$ cat src/rtl/fpc_pkg.sv
package fpc_pkg;
    localparam int SIG_W   = 64;
    localparam int EXT_W   = 2;
    localparam int EXP_W   = 15;
    localparam int REG_W   = 1 + EXP_W + SIG_W;
    localparam int KSIG_W  = SIG_W + EXT_W;
    localparam int DEPTH   = 8;
    localparam int PTR_W   = $clog2(DEPTH);

    typedef struct packed {
        logic             sign;
        logic [EXP_W-1:0] exp;
        logic [SIG_W-1:0] sig;
    } xreal_t;

    typedef struct packed {
        logic              sign;
        logic [EXP_W-1:0]  exp;
        logic [KSIG_W-1:0] sig;
    } kconst_t;

    typedef enum logic [1:0] {
        TAG_VALID   = 2'b00,
        TAG_ZERO    = 2'b01,
        TAG_SPECIAL = 2'b10,
        TAG_EMPTY   = 2'b11
    } tag_e;

    typedef enum logic [1:0] {
        RC_NEAR = 2'b00,
        RC_DOWN = 2'b01,
        RC_UP   = 2'b10,
        RC_CHOP = 2'b11
    } rc_e;

    localparam xreal_t QNAN_INDEF = '{sign: 1'b1, exp: {EXP_W{1'b1}},
                                      sig: {2'b11, {(SIG_W-2){1'b0}}}};
endpackage

$ cat src/rtl/fpc_const_rom.sv
module fpc_const_rom
    import fpc_pkg::*;
(
    input  logic [7:0] op_lo,
    output logic       hit,
    output logic       is_zero,
    output kconst_t    kval
);
    always_comb begin
        hit     = 1'b1;
        is_zero = 1'b0;
        unique case (op_lo)
            8'hE8: kval = '{1'b0, 15'h3FFF, {64'h8000000000000000, 2'b00}};
            8'hE9: kval = '{1'b0, 15'h4000, {64'hD49A784BCD1B8AFE, 2'b01}};
            8'hEA: kval = '{1'b0, 15'h3FFF, {64'hB8AA3B295C17F0BB, 2'b10}};
            8'hEB: kval = '{1'b0, 15'h4000, {64'hC90FDAA22168C234, 2'b11}};
            8'hEC: kval = '{1'b0, 15'h3FFD, {64'h9A209A84FBCFF798, 2'b10}};
            8'hED: kval = '{1'b0, 15'h3FFE, {64'hB17217F7D1CF79AB, 2'b11}};
            8'hEE: begin
                kval    = '0;
                is_zero = 1'b1;
            end
            default: begin
                kval = '0;
                hit  = 1'b0;
            end
        endcase
    end
endmodule

$ cat src/rtl/fpc_round.sv
module fpc_round
    import fpc_pkg::*;
(
    input  kconst_t    kin,
    input  logic [1:0] rc,
    output xreal_t     rout
);
    logic [SIG_W-1:0] trunc;
    logic [EXT_W-1:0] ext;
    logic             inc;
    logic [SIG_W:0]   sum;

    always_comb begin
        trunc = kin.sig[KSIG_W-1:EXT_W];
        ext   = kin.sig[EXT_W-1:0];
        unique case (rc_e'(rc))
            RC_NEAR: inc = ext[EXT_W-1];
            RC_UP:   inc = |ext;
            RC_DOWN,
            RC_CHOP: inc = 1'b0;
        endcase
        sum       = {1'b0, trunc} + {{SIG_W{1'b0}}, inc};
        rout.sign = kin.sign;
        if (sum[SIG_W]) begin
            rout.exp = kin.exp + 1'b1;
            rout.sig = {1'b1, {(SIG_W-1){1'b0}}};
        end else begin
            rout.exp = kin.exp;
            rout.sig = sum[SIG_W-1:0];
        end
    end

    // rounding moves the significand by at most one unit, never down
    always_comb begin
        if (rout.exp == kin.exp)
            assert_round_step_R3: assert ((rout.sig >= trunc) && (rout.sig - trunc <= 1));
    end
endmodule

$ cat src/rtl/fpc_stack.sv
module fpc_stack
    import fpc_pkg::*;
(
    input  logic             clk,
    input  logic             rst_n,
    input  logic             push_en,
    input  xreal_t           wr_val,
    input  tag_e             wr_tag,
    input  logic [PTR_W-1:0] rd_sel,
    output logic [PTR_W-1:0] top,
    output tag_e             next_tag,
    output xreal_t           rd_val,
    output tag_e             rd_tag,
    output logic [2*DEPTH-1:0] tag_word
);
    xreal_t           slots [DEPTH];
    tag_e             tags  [DEPTH];
    logic [PTR_W-1:0] new_top;
    logic [PTR_W-1:0] rd_phys;

    always_comb begin
        new_top  = top - 1'b1;
        rd_phys  = top + rd_sel;
        next_tag = tags[new_top];
        rd_val   = slots[rd_phys];
        rd_tag   = tags[rd_phys];
    end

    always_ff @(posedge clk) begin
        if (!rst_n) begin
            top <= '0;
        end else if (push_en) begin
            top <= new_top;
        end
    end

    generate
        for (genvar k = 0; k < DEPTH; k++) begin : g_slot
            always_ff @(posedge clk) begin
                if (!rst_n) begin
                    tags[k]  <= TAG_EMPTY;
                    slots[k] <= '0;
                end else if (push_en && new_top == PTR_W'(k)) begin
                    tags[k]  <= wr_tag;
                    slots[k] <= wr_val;
                end
            end
            assign tag_word[2*k +: 2] = tags[k];
        end
    endgenerate

    // every push moves the top down by exactly one slot
    assert_top_step_R4: assert property (@(posedge clk) disable iff (!rst_n)
        push_en |=> top == PTR_W'($past(top) - 1'b1));

    // the slot a push lands in is never left empty
    assert_slot_filled_R5: assert property (@(posedge clk) disable iff (!rst_n)
        push_en |=> rd_phys != top || rd_tag != TAG_EMPTY || 1'b1 ? tags[top] != TAG_EMPTY : 1'b1);
endmodule

$ cat src/rtl/fpc_push_unit.sv
module fpc_push_unit
    import fpc_pkg::*;
(
    input  logic               clk,
    input  logic               rst_n,
    input  logic               start,
    input  logic [7:0]         op_hi,
    input  logic [7:0]         op_lo,
    input  logic [1:0]         rc,
    input  logic               inv_mask,
    input  logic               cr0_em,
    input  logic               cr0_ts,
    input  logic [PTR_W-1:0]   rd_sel,
    output logic               done,
    output logic               c1,
    output logic               stack_fault,
    output logic               nm_fault,
    output logic [PTR_W-1:0]   top_ptr,
    output logic [REG_W-1:0]   rd_val,
    output logic [1:0]         rd_tag,
    output logic [2*DEPTH-1:0] tag_word
);
    localparam logic [7:0] ESC_BYTE = 8'hD9;

    typedef enum logic [0:0] {S_IDLE, S_DONE} state_e;
    state_e state, state_nx;

    logic    hit, is_zero, accept, nm, ovf, push_en;
    kconst_t kval;
    xreal_t  rounded, wr_val, rd_x;
    tag_e    wr_tag, next_tag, rd_tag_e;

    fpc_const_rom u_rom (.op_lo(op_lo), .hit(hit), .is_zero(is_zero), .kval(kval));
    fpc_round     u_rnd (.kin(kval), .rc(rc), .rout(rounded));

    always_comb begin
        accept  = (state == S_IDLE) && start && (op_hi == ESC_BYTE) && hit;
        nm      = cr0_em | cr0_ts;
        ovf     = (next_tag != TAG_EMPTY);
        push_en = accept && !nm && (!ovf || inv_mask);
        wr_val  = ovf ? QNAN_INDEF : rounded;
        wr_tag  = ovf ? TAG_SPECIAL : (is_zero ? TAG_ZERO : TAG_VALID);
    end

    fpc_stack u_stk (
        .clk(clk), .rst_n(rst_n), .push_en(push_en), .wr_val(wr_val),
        .wr_tag(wr_tag), .rd_sel(rd_sel), .top(top_ptr), .next_tag(next_tag),
        .rd_val(rd_x), .rd_tag(rd_tag_e), .tag_word(tag_word)
    );
    assign rd_val = rd_x;
    assign rd_tag = rd_tag_e;

    // next-state logic
    always_comb begin
        state_nx = state;
        unique case (state)
            S_IDLE: if (accept) state_nx = S_DONE;
            S_DONE: state_nx = S_IDLE;
        endcase
    end

    // state register
    always_ff @(posedge clk) begin
        if (!rst_n) state <= S_IDLE;
        else        state <= state_nx;
    end

    // registered flags
    always_ff @(posedge clk) begin
        if (!rst_n) begin
            c1          <= 1'b0;
            stack_fault <= 1'b0;
            nm_fault    <= 1'b0;
        end else if (accept) begin
            nm_fault    <= nm;
            c1          <= !nm && ovf;
            stack_fault <= !nm && ovf;
        end
    end

    // outputs from state
    always_comb begin
        unique case (state)
            S_IDLE: done = 1'b0;
            S_DONE: done = 1'b1;
        endcase
    end

    // done lasts a single cycle
    assert_done_single_R10: assert property (@(posedge clk) disable iff (!rst_n)
        done |=> !done);

    // a disabled coprocessor leaves the top pointer alone
    assert_nm_keeps_top_R9: assert property (@(posedge clk) disable iff (!rst_n)
        (accept && nm) |=> $stable(top_ptr));

    // unmasked overflow keeps all tags
    assert_unmasked_ovf_R8: assert property (@(posedge clk) disable iff (!rst_n)
        (accept && !nm && ovf && !inv_mask) |=> $stable(tag_word));

    // C1 reports exactly the overflow seen at acceptance
    assert_c1_tracks_ovf_R6: assert property (@(posedge clk) disable iff (!rst_n)
        (accept && !nm) |=> c1 == $past(ovf));
endmodule

$ cat config.mk
export PLATFORM = sky130hd
export DESIGN_NAME = fpc_push_unit
export DESIGN_NICKNAME = d
export VERILOG_FILES = /design/src/rtl/fpc_pkg.sv /design/src/rtl/fpc_const_rom.sv /design/src/rtl/fpc_round.sv /design/src/rtl/fpc_stack.sv /design/src/rtl/fpc_push_unit.sv
export SDC_FILE = /design/constraint.sdc
export NUM_CORES = 1
export LEC_CHECK = 0
export BUFFER_PORTS_ARGS = -buffer_cell sky130_fd_sc_hd__clkbuf_2
export CAP_MARGIN = 25
export CORE_ASPECT_RATIO = 1.5
export CORE_MARGIN = 1
export CORE_UTILIZATION = 56
export CTS_CLUSTER_DIAMETER = 50
export DETAILED_ROUTE_END_ITERATION = 8
export PLACE_DENSITY_LB_ADDON = 0.05
export RECOVER_POWER = 25
export SETUP_SLACK_MARGIN = 0.02
export SLEW_MARGIN = 30
export SYNTH_ARGS = -nofsm -noshare
export SYNTH_HDL_FRONTEND = slang
export SYNTH_SLANG_ARGS = --single-unit
$ cat constraint.sdc
create_clock -name clk -period 8.7 [get_ports clk]
set_input_delay 1.74 -clock clk [delete_from_list [all_inputs] [get_ports clk]]
set_output_delay 1.74 -clock clk [all_outputs]
set_load 0.03 [all_outputs]
==> results of run 1 <==
## worst reg2reg max path, stage by stage, from the launching register on
cell	delay, ns
dfxtp_1	0.64
inv_1	0.26
ha_1	0.50
nand4b_1	0.24
nand4_1	0.47
o2111ai_1	0.20
clkbuf_1	0.23
o21ai_0	1.74
clkbuf_1	0.97
buf_4	0.69
## cells in the mapped netlist (2+ instances only)
master	n	area share, %
or3_1	12	0.29
and4b_1	2	0.076
buf_2	3	0.057
o2111ai_1	3	0.10
nor2_1	509	7.3
clkbuf_1	137	2.0
o21ai_0	14	0.27
o21ai_1	13	0.25
a21oi_1	33	0.63
buf_4	9	0.26
nand2_1	20	0.29
nand3b_1	2	0.057
a21o_1	7	0.20
and4_1	9	0.30
mux2_2	74	3.2
nand4_1	21	0.50
inv_1	12	0.17
nand4b_1	2	0.067
nor3_1	47	0.90
ha_1	8	0.38
buf_1	23	0.33
nand2b_1	4	0.095
xor2_1	2	0.067
mux4_2	148	13
o21a_1	2	0.057
nor2b_1	5	0.12
and2_1	7	0.17
nor4_1	15	0.36
nand3_1	11	0.21
xnor2_1	3	0.10
dfxtp_1	6	0.46
edfxtp_1	592	68
## power by group
part,internal [uW],switching [uW],total (uW)
registers,3250,25.4,3280
logic,163,290,453
clock network,1300,1040,2350
## layout make-up
class                   count  area (um2)
clock inverters            31         267
repair buffers            180        1010
fillers                  3495       16800
flip-flops and latches    598       17900
clock buffers              68        1460
well taps                 588         736
inverters                  12        45.0
multi-input cells         985        7760
## worst min-delay path by stage
stage	startpoint	endpoint	slack [ns]
finish	stack_fault$_SDFFE_PN0P_	stack_fault$_SDFFE_PN0P_	0.47
global route	state$_SDFF_PP0_	state$_SDFF_PP0_	0.50
CTS	nm_fault$_SDFFE_PN0P_	nm_fault$_SDFFE_PN0P_	0.48
detailed placement	nm_fault$_SDFFE_PN0P_	nm_fault$_SDFFE_PN0P_	0.46
global placement	nm_fault$_SDFFE_PN0P_	nm_fault$_SDFFE_PN0P_	0.45
floorplan	nm_fault$_SDFFE_PN0P_	nm_fault$_SDFFE_PN0P_	0.58
## cells by family after synthesis
logic type / count (synthesis)
compound gates: 77
simple gates: 671
flops: 598
mux: 223
fa+ha+maj: 9
buf+inv: 184
xor+xnor: 5
## registers in the layout, summed over array words and instances, names as in the netlist
register and flops:
nm_fault 1, stack_fault 1, state 1, u_stk.slots 576, u_stk.tags 16, u_stk.top 3
## through the flow
stage	setup slack (ns)	instances	area (um2)	hold slack (ns)	utilization, %
4_1_cts	2.24	2460	29300	0.476	63.7
3_3_place_gp	2.23	2359	27500	0.453	59.8
6_report	1.89	2462	29200	0.474	63.4
2_1_floorplan	0.0877	1767	26300	0.579	-
5_1_grt	1.75	2462	29200	0.496	63.4
3_5_place_dp	2.25	2361	27600	0.462	60.0
## per-layer routing
layer  GRT usage (%)  vias to the layer above
met5               0                        -
met3            3.49                      139
li1                -                     6716
met4            10.0                        2
met2            50.9                      764
met1            39.0                     8155
==> flow_metrics.py, run 1 <==
metrics = {
    "setup_path": {
        "crit_path_max_incr_delay_ns": 2.31,
        "critPathMaxFanout": 56,
        "cpMostUsedCell": "clkbuf_1",
        "crit_path_end": "u_stk.slots[4][61]$_SDFFCE_PN0P_",
        "cp.depth": 7,
        "worstReg2RegStart": "u_stk.top[0]$_SDFFE_PN0P_",
        "reg2reg_to": "u_stk.slots[4][54]$_SDFFCE_PN0P_",
        "worst-setup-path-type": "in -> reg",
        "required_ns": 9.08,
        "reg2regPathDepth": 9,
        "crit_chain": "clkbuf_1 -> nand3_1 -> nand2_1 -> nor4_1 -> nand4_1 -> clkbuf_1 -> nor2_1",
        "cp_top_family": "simple AND/OR/NAND/NOR gates",
        "crit_path_start_kind": "primary input",
        "cp-startpoint": "op_lo[0]",
        "r2r_slack_ns": 2.37,
        "critical_path_buf_inv_count": 2,
        "end_kind": "flop",
        "worstPathArrival_ns": 7.19,
        "crit_slowest_cell": "nor4_1",
    },
    "placed_design": {
        "hpwl_um": 36000,
        "portBuffers": 131,
        "globalplace.congestion": 0.839,
    },
    "clock_tree": {
        "root_buffer": "clkbuf_16",
        "cts_setup_buffers": 0,
        "htreeDepth": 2,
        "cts-hold-fix-buffers": 0,
        "cts.sinks": 598,
        "clkSlewWorstSetupHoldPaths_ns": 0.07,
        "worst_skew_pair.late_latency_ns": 0.60,
        "cts_buffer_depth": 3,
        "post_cts_resized": 0,
        "cts_tree": "done",
        "cts-buffers-inserted": 54,
    },
    "cells_and_area": {
        "drive_above_1_share_pct": 24.8,
        "nets": 1867,
        "diodes": 0,
        "area_growth_pct": 11.0,
        "layout_common_cells": "edfxtp_1 (592), nor2_1 (508), mux4_2 (148)",
        "final_common_cell": "edfxtp_1",
    },
    "drt": {
        "drt_pass1_iterations": 5,
        "routed_wl_um": 68500,
        "ant_nets": 0,
        "first_iter_violations": 1654,
        "wire_per_inst_um": 27.8,
        "wl_met3_um": 4940,
        "wl_met2_um": 35300,
        "routed_via_density": 6.41,
        "vias": 15776,
        "highest_layer": "met5",
        "m1WireLength_um": 26000,
        "drcViolationCount": 0,
    },
    "die": {
        "rows": 96,
        "die_w_um": 179,
        "die_area_um2": 47800,
        "ioPinCount": 132,
        "coreArea_um2": 46000,
        "dieHeight_um": 267,
        "initial_core_util_pct": 57.1,
    },
    "sta": {
        "slew_viol_final": 470,
        "fin_worst_skew_ns": 0.0137,
        "max_slew_margin_pct": -169,
        "finalSetupTns_ns": 0,
        "period_needed_ns": 6.81,
        "rsz0062_at_grt": "false",
        "finalCritPeriodShare_pct": 78.2,
        "max_freq_ghz": 0.147,
        "finalSetupViolCount": 0,
        "report.final.hold_viol_count": 0,
        "tightest_slew_ns": 4.04,
    },
    "synth": {
        "synth-compound-area-share_pct": 1.67,
        "async_flop_share_pct": 0,
        "seq_area_frac_synth_pct": 68.1,
        "synthFlopType": "edfxtp_1",
        "muxShareOfSynthArea_pct": 15.9,
        "ys_ff_latch": 598,
        "synth_xor_area_share_pct": 0.167,
        "synth_cell_types": 44,
        "synthCells": 1767,
        "synth_top_family_by_area": "multiplexers",
        "synth_nets": 1803,
        "yosysWarnings": 0,
        "syn_area_um2": 26300,
        "synth_fa_ha_area_share_pct": 0.457,
        "avgSynthCellArea_um2": 14.9,
        "synth_edf_count": 592,
        "yosys.area_share.simple_pct": 10.9,
    },
    "hold_path": {
        "hold_path_class": "reg -> reg",
        "min_path_cells": 2,
    },
    "outcome": {
        "outcome": "finished, violations left",
        "violations": "capacitance limit, slew limit",
    },
    "global_route": {
        "antenna_found_initial": 1,
        "grt_max_degree": 149,
        "grt_use_total_pct": 29.6,
        "grt_pass1_vias": 16378,
        "grt_overflow": 0,
        "grt_pass1_wl_um": 102000,
    },
    "power_and_ir_drop": {
        "irDropWorstVdd_mv": 0.161,
        "report.power.total_uw": 6080,
        "leakagePower_uw": 0.00946,
        "powerDensity_nw_per_um2": 208,
    },
    "run": {
        "drv_cap": 13,
    },
}
(Power assumes the default switching activity.)
==> run 2, diff against run 1 <==
Clock period 8.7 ns to 6 ns, I/O delays scaled along.
==> run 2 against run 1 <==
The run still ends with capacitance limit, slew limit left. Register-to-register slack got worse by 1.3 ns. Worst hold slack worse by 0.0044 ns. Non-clock buffer count is 13 higher. Die area unchanged. Total power rose by 44%. Clock skew decreased by 0.0042 ns. Critical endpoint is now u_stk.slots[3][6]$_SDFFCE_PN0P_. Largest power group unchanged. Highest routed layer is now met4.
==> flow_metrics.py, run 2 (synthesis results as in run 1) <==
metrics = {
    "global_route": {
        "grt_use_total_pct": 29.2,
        "grt_pass1_vias": 16164,
        "grt_overflow": 0,
        "grt_pass1_wl_um": 100000,
        "antenna_found_initial": 0,
        "grt_max_degree": 68,
    },
    "cells_and_area": {
        "fin_area_um2": 29500,
        "drive_above_1_share_pct": 25.7,
        "nets": 1881,
        "finalNonFillerCells": 2475,
        "area_growth_pct": 12.3,
        "reg_top3": "u_stk.slots: 576 flops, u_stk.tags: 16 flops, u_stk.top: 3 flops",
        "fill_cells": 3443,
        "largest_register_ffs": 576,
        "diodes": 0,
        "top_register": "u_stk.slots",
        "final_common_cell": "edfxtp_1",
        "layout_common_cells": "edfxtp_1 (592), nor2_1 (508), mux4_2 (148)",
    },
    "drt": {
        "first_iter_violations": 1501,
        "routed_via_density": 6.36,
        "routed_wl_um": 67600,
        "wl_met2_um": 35600,
        "wire_per_inst_um": 27.3,
        "drt_pass1_iterations": 5,
        "m1WireLength_um": 25100,
        "vias": 15732,
        "highest_layer": "met4",
        "ant_nets": 0,
        "drcViolationCount": 0,
        "wl_met3_um": 4940,
    },
    "placed_design": {
        "dpl.cell_count": 2374,
        "portBuffers": 131,
        "globalplace.congestion": 0.862,
        "place_area_um2": 27800,
        "hpwl_um": 37400,
    },
    "power_and_ir_drop": {
        "power.internal_uw": 6820,
        "switching_power_uw": 1950,
        "swShare_pct": 22.3,
        "leakagePower_uw": 0.00961,
        "irDropWorstVdd_mv": 0.225,
        "powerDensity_nw_per_um2": 297,
        "power_frac_seq_pct": 54.2,
        "clkPwrFrac_pct": 38.1,
        "p_comb_share_pct": 7.8,
    },
    "sta": {
        "finalSetupViolCount": 0,
        "fin_worst_skew_ns": 0.00951,
        "report.final.hold_viol_count": 0,
        "timing.hold.ws_ns": 0.469,
        "slew_viol_final": 197,
        "period_needed_ns": 5.56,
        "rsz0062_at_grt": "false",
        "finalCritPeriodShare_pct": 92.7,
        "max_freq_ghz": 0.180,
        "max_slew_margin_pct": -90.0,
        "tightest_slew_ns": 2.82,
    },
    "clock_tree": {
        "cts_setup_buffers": 0,
        "worst_skew_pair.late_latency_ns": 0.58,
        "cts_buffer_depth": 3,
        "cts-buffers-inserted": 55,
        "cts.sinks": 598,
        "clkSlewWorstSetupHoldPaths_ns": 0.06,
        "root_buffer": "clkbuf_16",
        "post_cts_resized": 0,
        "htreeDepth": 2,
        "cts-hold-fix-buffers": 0,
        "cts_tree": "done",
    },
    "die": {
        "die_w_um": 179,
        "ioPinCount": 132,
        "coreArea_um2": 46000,
        "dieHeight_um": 267,
        "initial_core_util_pct": 57.1,
        "rows": 96,
        "die_area_um2": 47800,
    },
    "setup_path": {
        "r2r_slack_ns": 1.06,
        "crit_path_start_kind": "primary input",
        "crit_chain": "clkbuf_1 -> nand3_1 -> nand2_1 -> nor4_1 -> nand4_1 -> clkbuf_2 -> nor3_1",
        "worst-setup-path-type": "in -> reg",
        "critPathMaxFanout": 54,
        "required_ns": 6.38,
        "crit_path_max_incr_delay_ns": 2.18,
        "worstPathArrival_ns": 5.94,
        "reg2regPathDepth": 6,
        "cp_top_family": "simple AND/OR/NAND/NOR gates",
        "critical_path_buf_inv_count": 2,
        "crit_slowest_cell": "nor4_1",
        "end_kind": "flop",
        "reg2reg_to": "u_stk.slots[3][6]$_SDFFCE_PN0P_",
        "worstReg2RegStart": "state$_SDFF_PP0_",
    },
    "hold_path": {
        "min_from": "stack_fault$_SDFFE_PN0P_",
        "hold_path_class": "reg -> reg",
        "hold_path_end": "stack_fault$_SDFFE_PN0P_",
        "min_path_cells": 2,
    },
    "run": {
        "drv_cap": 6,
    },
    "outcome": {
        "violations": "capacitance limit, slew limit",
        "outcome": "finished, violations left",
    },
}
==> run 2: cell count changes in the layout (fill, tap and decap cells not counted), moves of 3 or more <==
cell      previous run  this run
clkbuf_1            47        35
clkbuf_2           107       110
clkinv_2            15        10
buf_4               31        35
buf_12               3        17
clkinv_1             9        18
==> run 2: power by group through the flow <==
stage          Clock, uW  Combinational (uW)  Sequential [uW]
6_report            3340                 680             4750
5_1_grt             3530                 715             4760
4_1_cts             3380                 689             4750
3_5_place_dp           0                 687             4840
3_3_place_gp           0                 679             4830
2_1_floorplan          0                 457             4850
==> run 2: worst max-delay path by stage <==
stage	start	endpoint	slack, ns	depth (start not counted)
after CTS	rd_sel[0]	rd_val[29]	0.72	7
after global routing	op_lo[0]	u_stk.slots[7][20]$_SDFFCE_PN0P_	0.34	7
final	op_lo[0]	u_stk.slots[3][6]$_SDFFCE_PN0P_	0.44	7
after floorplan	u_stk.top[0]$_SDFFE_PN0P_	u_stk.slots[6][0]$_SDFFCE_PN0P_	-1.96	7
after global placement	rd_sel[0]	rd_val[11]	0.73	7
after detailed placement	rd_sel[0]	rd_val[29]	0.71	7
==> run 2: area by class of cell <==
cell class	instances	area (um2)	share of cell area, %
repair buffers	193	1350	4.58
well taps	588	736	2.49
multi-input cells	985	7790	26.4
clock inverters	35	263	0.891
flip-flops and latches	598	17900	60.7
clock buffers	64	1410	4.78
inverters	12	45.0	0.153
==> run 2: worst reg2reg max path, stage by stage (launching register included) <==
cell and delay (ns):
dfxtp_1 0.33, nor4b_1 0.40, nand2_1 0.13, nor4_1 2.18, nand4_1 0.21, clkbuf_2 1.05, nor3_1 0.44
==> run 2: routing by layer <==
layer | up-vias | track usage (%)
li1 | 6740 | -
met3 | 122 | 3.63
met1 | 8102 | 37.7
met5 | - | 0
met2 | 768 | 51.1
met4 | 0 | 9.51
==> run 2: through the flow <==
stage	TNS [ns]	total power [uW]	util (%)	setup slack [ns]
2_1_floorplan	-579.23	5300	-	-1.96
6_report	0	8770	64.1	0.439
3_3_place_gp	0	5510	60.3	0.734
4_1_cts	0	8820	64.2	0.717
3_5_place_dp	0	5530	60.5	0.715
5_1_grt	0	9010	64.1	0.344
==> run 3, diff against run 2 <==
Settings changed: BUFFER_PORTS_ARGS -buffer_cell sky130_fd_sc_hd__clkbuf_2 to default, CORE_UTILIZATION 56 to 58, DONT_BUFFER_PORTS from default to 1.
==> run 3 against run 2 <==
The flow still finishes with violations (capacitance limit, slew limit). Final area decreased by 3.0%. Critical endpoint is now rd_val[71]. Non-clock buffer count shrank 138. Critical path depth is 1 higher. First-iteration DRC count shrank 12%.
==> flow_metrics.py, run 3 (synthesis results as in run 1) <==
metrics = {
    "die": {
        "dieHeight_um": 263,
        "rows": 95,
        "die_w_um": 176,
        "coreArea_um2": 44700,
        "ioPinCount": 132,
        "die_area_um2": 46200,
        "initial_core_util_pct": 58.8,
    },
    "cells_and_area": {
        "layout_common_cells": "edfxtp_1 (592), nor2_1 (508), mux4_2 (148)",
        "final_common_cell": "edfxtp_1",
        "fill_cells": 3300,
        "drive_above_1_share_pct": 20.6,
        "area_growth_pct": 8.90,
        "nets": 1742,
        "largest_register_ffs": 576,
        "diodes": 0,
        "fin_util_pct": 64.0,
        "fin_area_um2": 28600,
        "reg_top3": "u_stk.slots: 576 flops, u_stk.tags: 16 flops, u_stk.top: 3 flops",
        "top_register": "u_stk.slots",
    },
    "setup_path": {
        "crit_path_max_incr_delay_ns": 0.74,
        "worstPathArrival_ns": 4.29,
        "crit_chain": "clkbuf_1 -> ha_4 -> fa_4 -> xor2_1 -> xnor2_2 -> buf_4 -> mux4_2 -> mux2_2",
        "cp.depth": 8,
        "reg2regPathDepth": 10,
        "end_kind": "output pin",
        "r2r_slack_ns": 0.74,
        "cp-startpoint": "u_stk.top[0]$_SDFFE_PN0P_",
        "cp_top_family": "XOR/XNOR gates",
        "crit_path_start_kind": "flop",
        "worst-setup-path-type": "reg -> out",
        "crit_path_end": "rd_val[71]",
        "reg2reg_to": "u_stk.slots[3][77]$_SDFFCE_PN0P_",
        "worstReg2RegStart": "u_stk.top[0]$_SDFFE_PN0P_",
        "critical_path_buf_inv_count": 2,
        "critPathMaxFanout": 23,
        "required_ns": 4.80,
        "crit_slowest_cell": "xnor2_2",
    },
    "clock_tree": {
        "worst_skew_pair.late_latency_ns": 0.60,
        "post_cts_resized": 0,
        "cts-hold-fix-buffers": 0,
        "htreeDepth": 2,
        "cts_buffer_depth": 3,
        "root_buffer": "clkbuf_16",
        "cts-buffers-inserted": 54,
        "cts.sinks": 598,
        "cts_setup_buffers": 0,
        "clkSlewWorstSetupHoldPaths_ns": 0.06,
        "cts_tree": "done",
    },
    "drt": {
        "ant_nets": 0,
        "routed_via_density": 6.47,
        "first_iter_violations": 1319,
        "routed_wl_um": 66500,
        "drt_pass1_iterations": 5,
        "wire_per_inst_um": 28.6,
        "vias": 15007,
        "drcViolationCount": 0,
    },
    "sta": {
        "rsz0062_at_grt": "false",
        "tightest_slew_ns": 1.92,
        "fin_worst_skew_ns": 0.0218,
        "finalSetupViolCount": 0,
        "finalCritPeriodShare_pct": 91.4,
        "max_freq_ghz": 0.182,
        "max_slew_margin_pct": -28.1,
        "timing.final.ws_setup_ns": 0.513,
        "slew_viol_final": 269,
        "timing.hold.ws_ns": 0.611,
        "finalSetupTns_ns": 0,
        "report.final.hold_viol_count": 0,
        "period_needed_ns": 5.49,
    },
    "global_route": {
        "grt_pass1_wl_um": 99000,
        "grt_pass1_vias": 15808,
        "grt_use_total_pct": 29.6,
        "grt_max_degree": 74,
        "grt_overflow": 0,
        "antenna_found_initial": 0,
    },
    "outcome": {
        "outcome": "finished, violations left",
        "violations": "capacitance limit, slew limit",
    },
    "placed_design": {
        "pre_cts_ws_ns": 0.760,
        "place_area_um2": 27100,
        "hpwl_um": 36300,
        "globalplace.congestion": 0.858,
        "portBuffers": 0,
    },
    "power_and_ir_drop": {
        "leakagePower_uw": 0.00901,
        "irDropWorstVdd_mv": 0.255,
        "powerDensity_nw_per_um2": 298,
    },
    "hold_path": {
        "hold_path_class": "reg -> reg",
    },
    "run": {
        "drv_cap": 8,
    },
}
[run 3: cell types whose count changed in the layout (fill, tap and decap cells not counted), moves of 3 or more]
| cell | previous run | this run |
|---|---|---|
| clkbuf_2 | 110 | 4 |
| clkbuf_1 | 35 | 13 |
| buf_4 | 35 | 29 |
| clkinv_1 | 18 | 13 |
| o21ai_1 | 9 | 14 |
| clkinv_2 | 10 | 6 |
| o21ai_0 | 8 | 4 |
| bufinv_16 | 4 | 1 |
[run 3: tightest hold or removal path: cells and delay by family (launching register included)]
kind	cells	cell delay [ns]
AOI/OAI and AO/OA	1	0.06
buffers and inverters	1	0.09
DFF	1	0.41
[run 3: per-layer routing]
| layer | up-vias | GRT usage [%] | wire length [um] |
|---|---|---|---|
| met5 | - | 0 | 0 |
| met4 | 0 | 11.8 | 2400 |
| met3 | 136 | 5.08 | 4910 |
| met2 | 657 | 51.6 | 34700 |
| met1 | 7754 | 36.7 | 24400 |
| li1 | 6460 | - | - |
[run 3: how the worst min path moves through the flow]
stage / from / endpoint / slack (ns) / cells past startpoint
finish: nm_fault$_SDFFE_PN0P_ / nm_fault$_SDFFE_PN0P_ / 0.61 / 2
floorplan: nm_fault$_SDFFE_PN0P_ / nm_fault$_SDFFE_PN0P_ / 0.58 / 2
global route: nm_fault$_SDFFE_PN0P_ / nm_fault$_SDFFE_PN0P_ / 0.64 / 2
CTS: nm_fault$_SDFFE_PN0P_ / nm_fault$_SDFFE_PN0P_ / 0.61 / 2
detailed placement: nm_fault$_SDFFE_PN0P_ / nm_fault$_SDFFE_PN0P_ / 0.59 / 2
global placement: nm_fault$_SDFFE_PN0P_ / nm_fault$_SDFFE_PN0P_ / 0.59 / 2
[run 3: area by class of cell]
type	instances	area [um2]	area share, %
Sequential cell	598	17900	62.6
Multi-Input combinational cell	985	7760	27.1
Clock buffer	65	1410	4.94
Tap cell	582	728	2.55
Timing Repair Buffer	55	618	2.16
Clock inverter	24	143	0.499
Inverter	12	45.0	0.157
[run 3: per-stage QoR]
step,instances,power (uW)
2_1_floorplan,1767,5300
3_3_place_gp,2229,5440
3_5_place_dp,2230,5450
4_1_cts,2319,8560
5_1_grt,2321,8730
6_report,2321,8520
[run 3: power by group]
part / total (uW) / leakage [uW] / switching [uW] / internal, uW
sequential: 4750 / 0.00606 / 37.7 / 4710
combinational: 602 / 0.00219 / 390 / 212
clock: 3160 / 0.000760 / 1460 / 1700
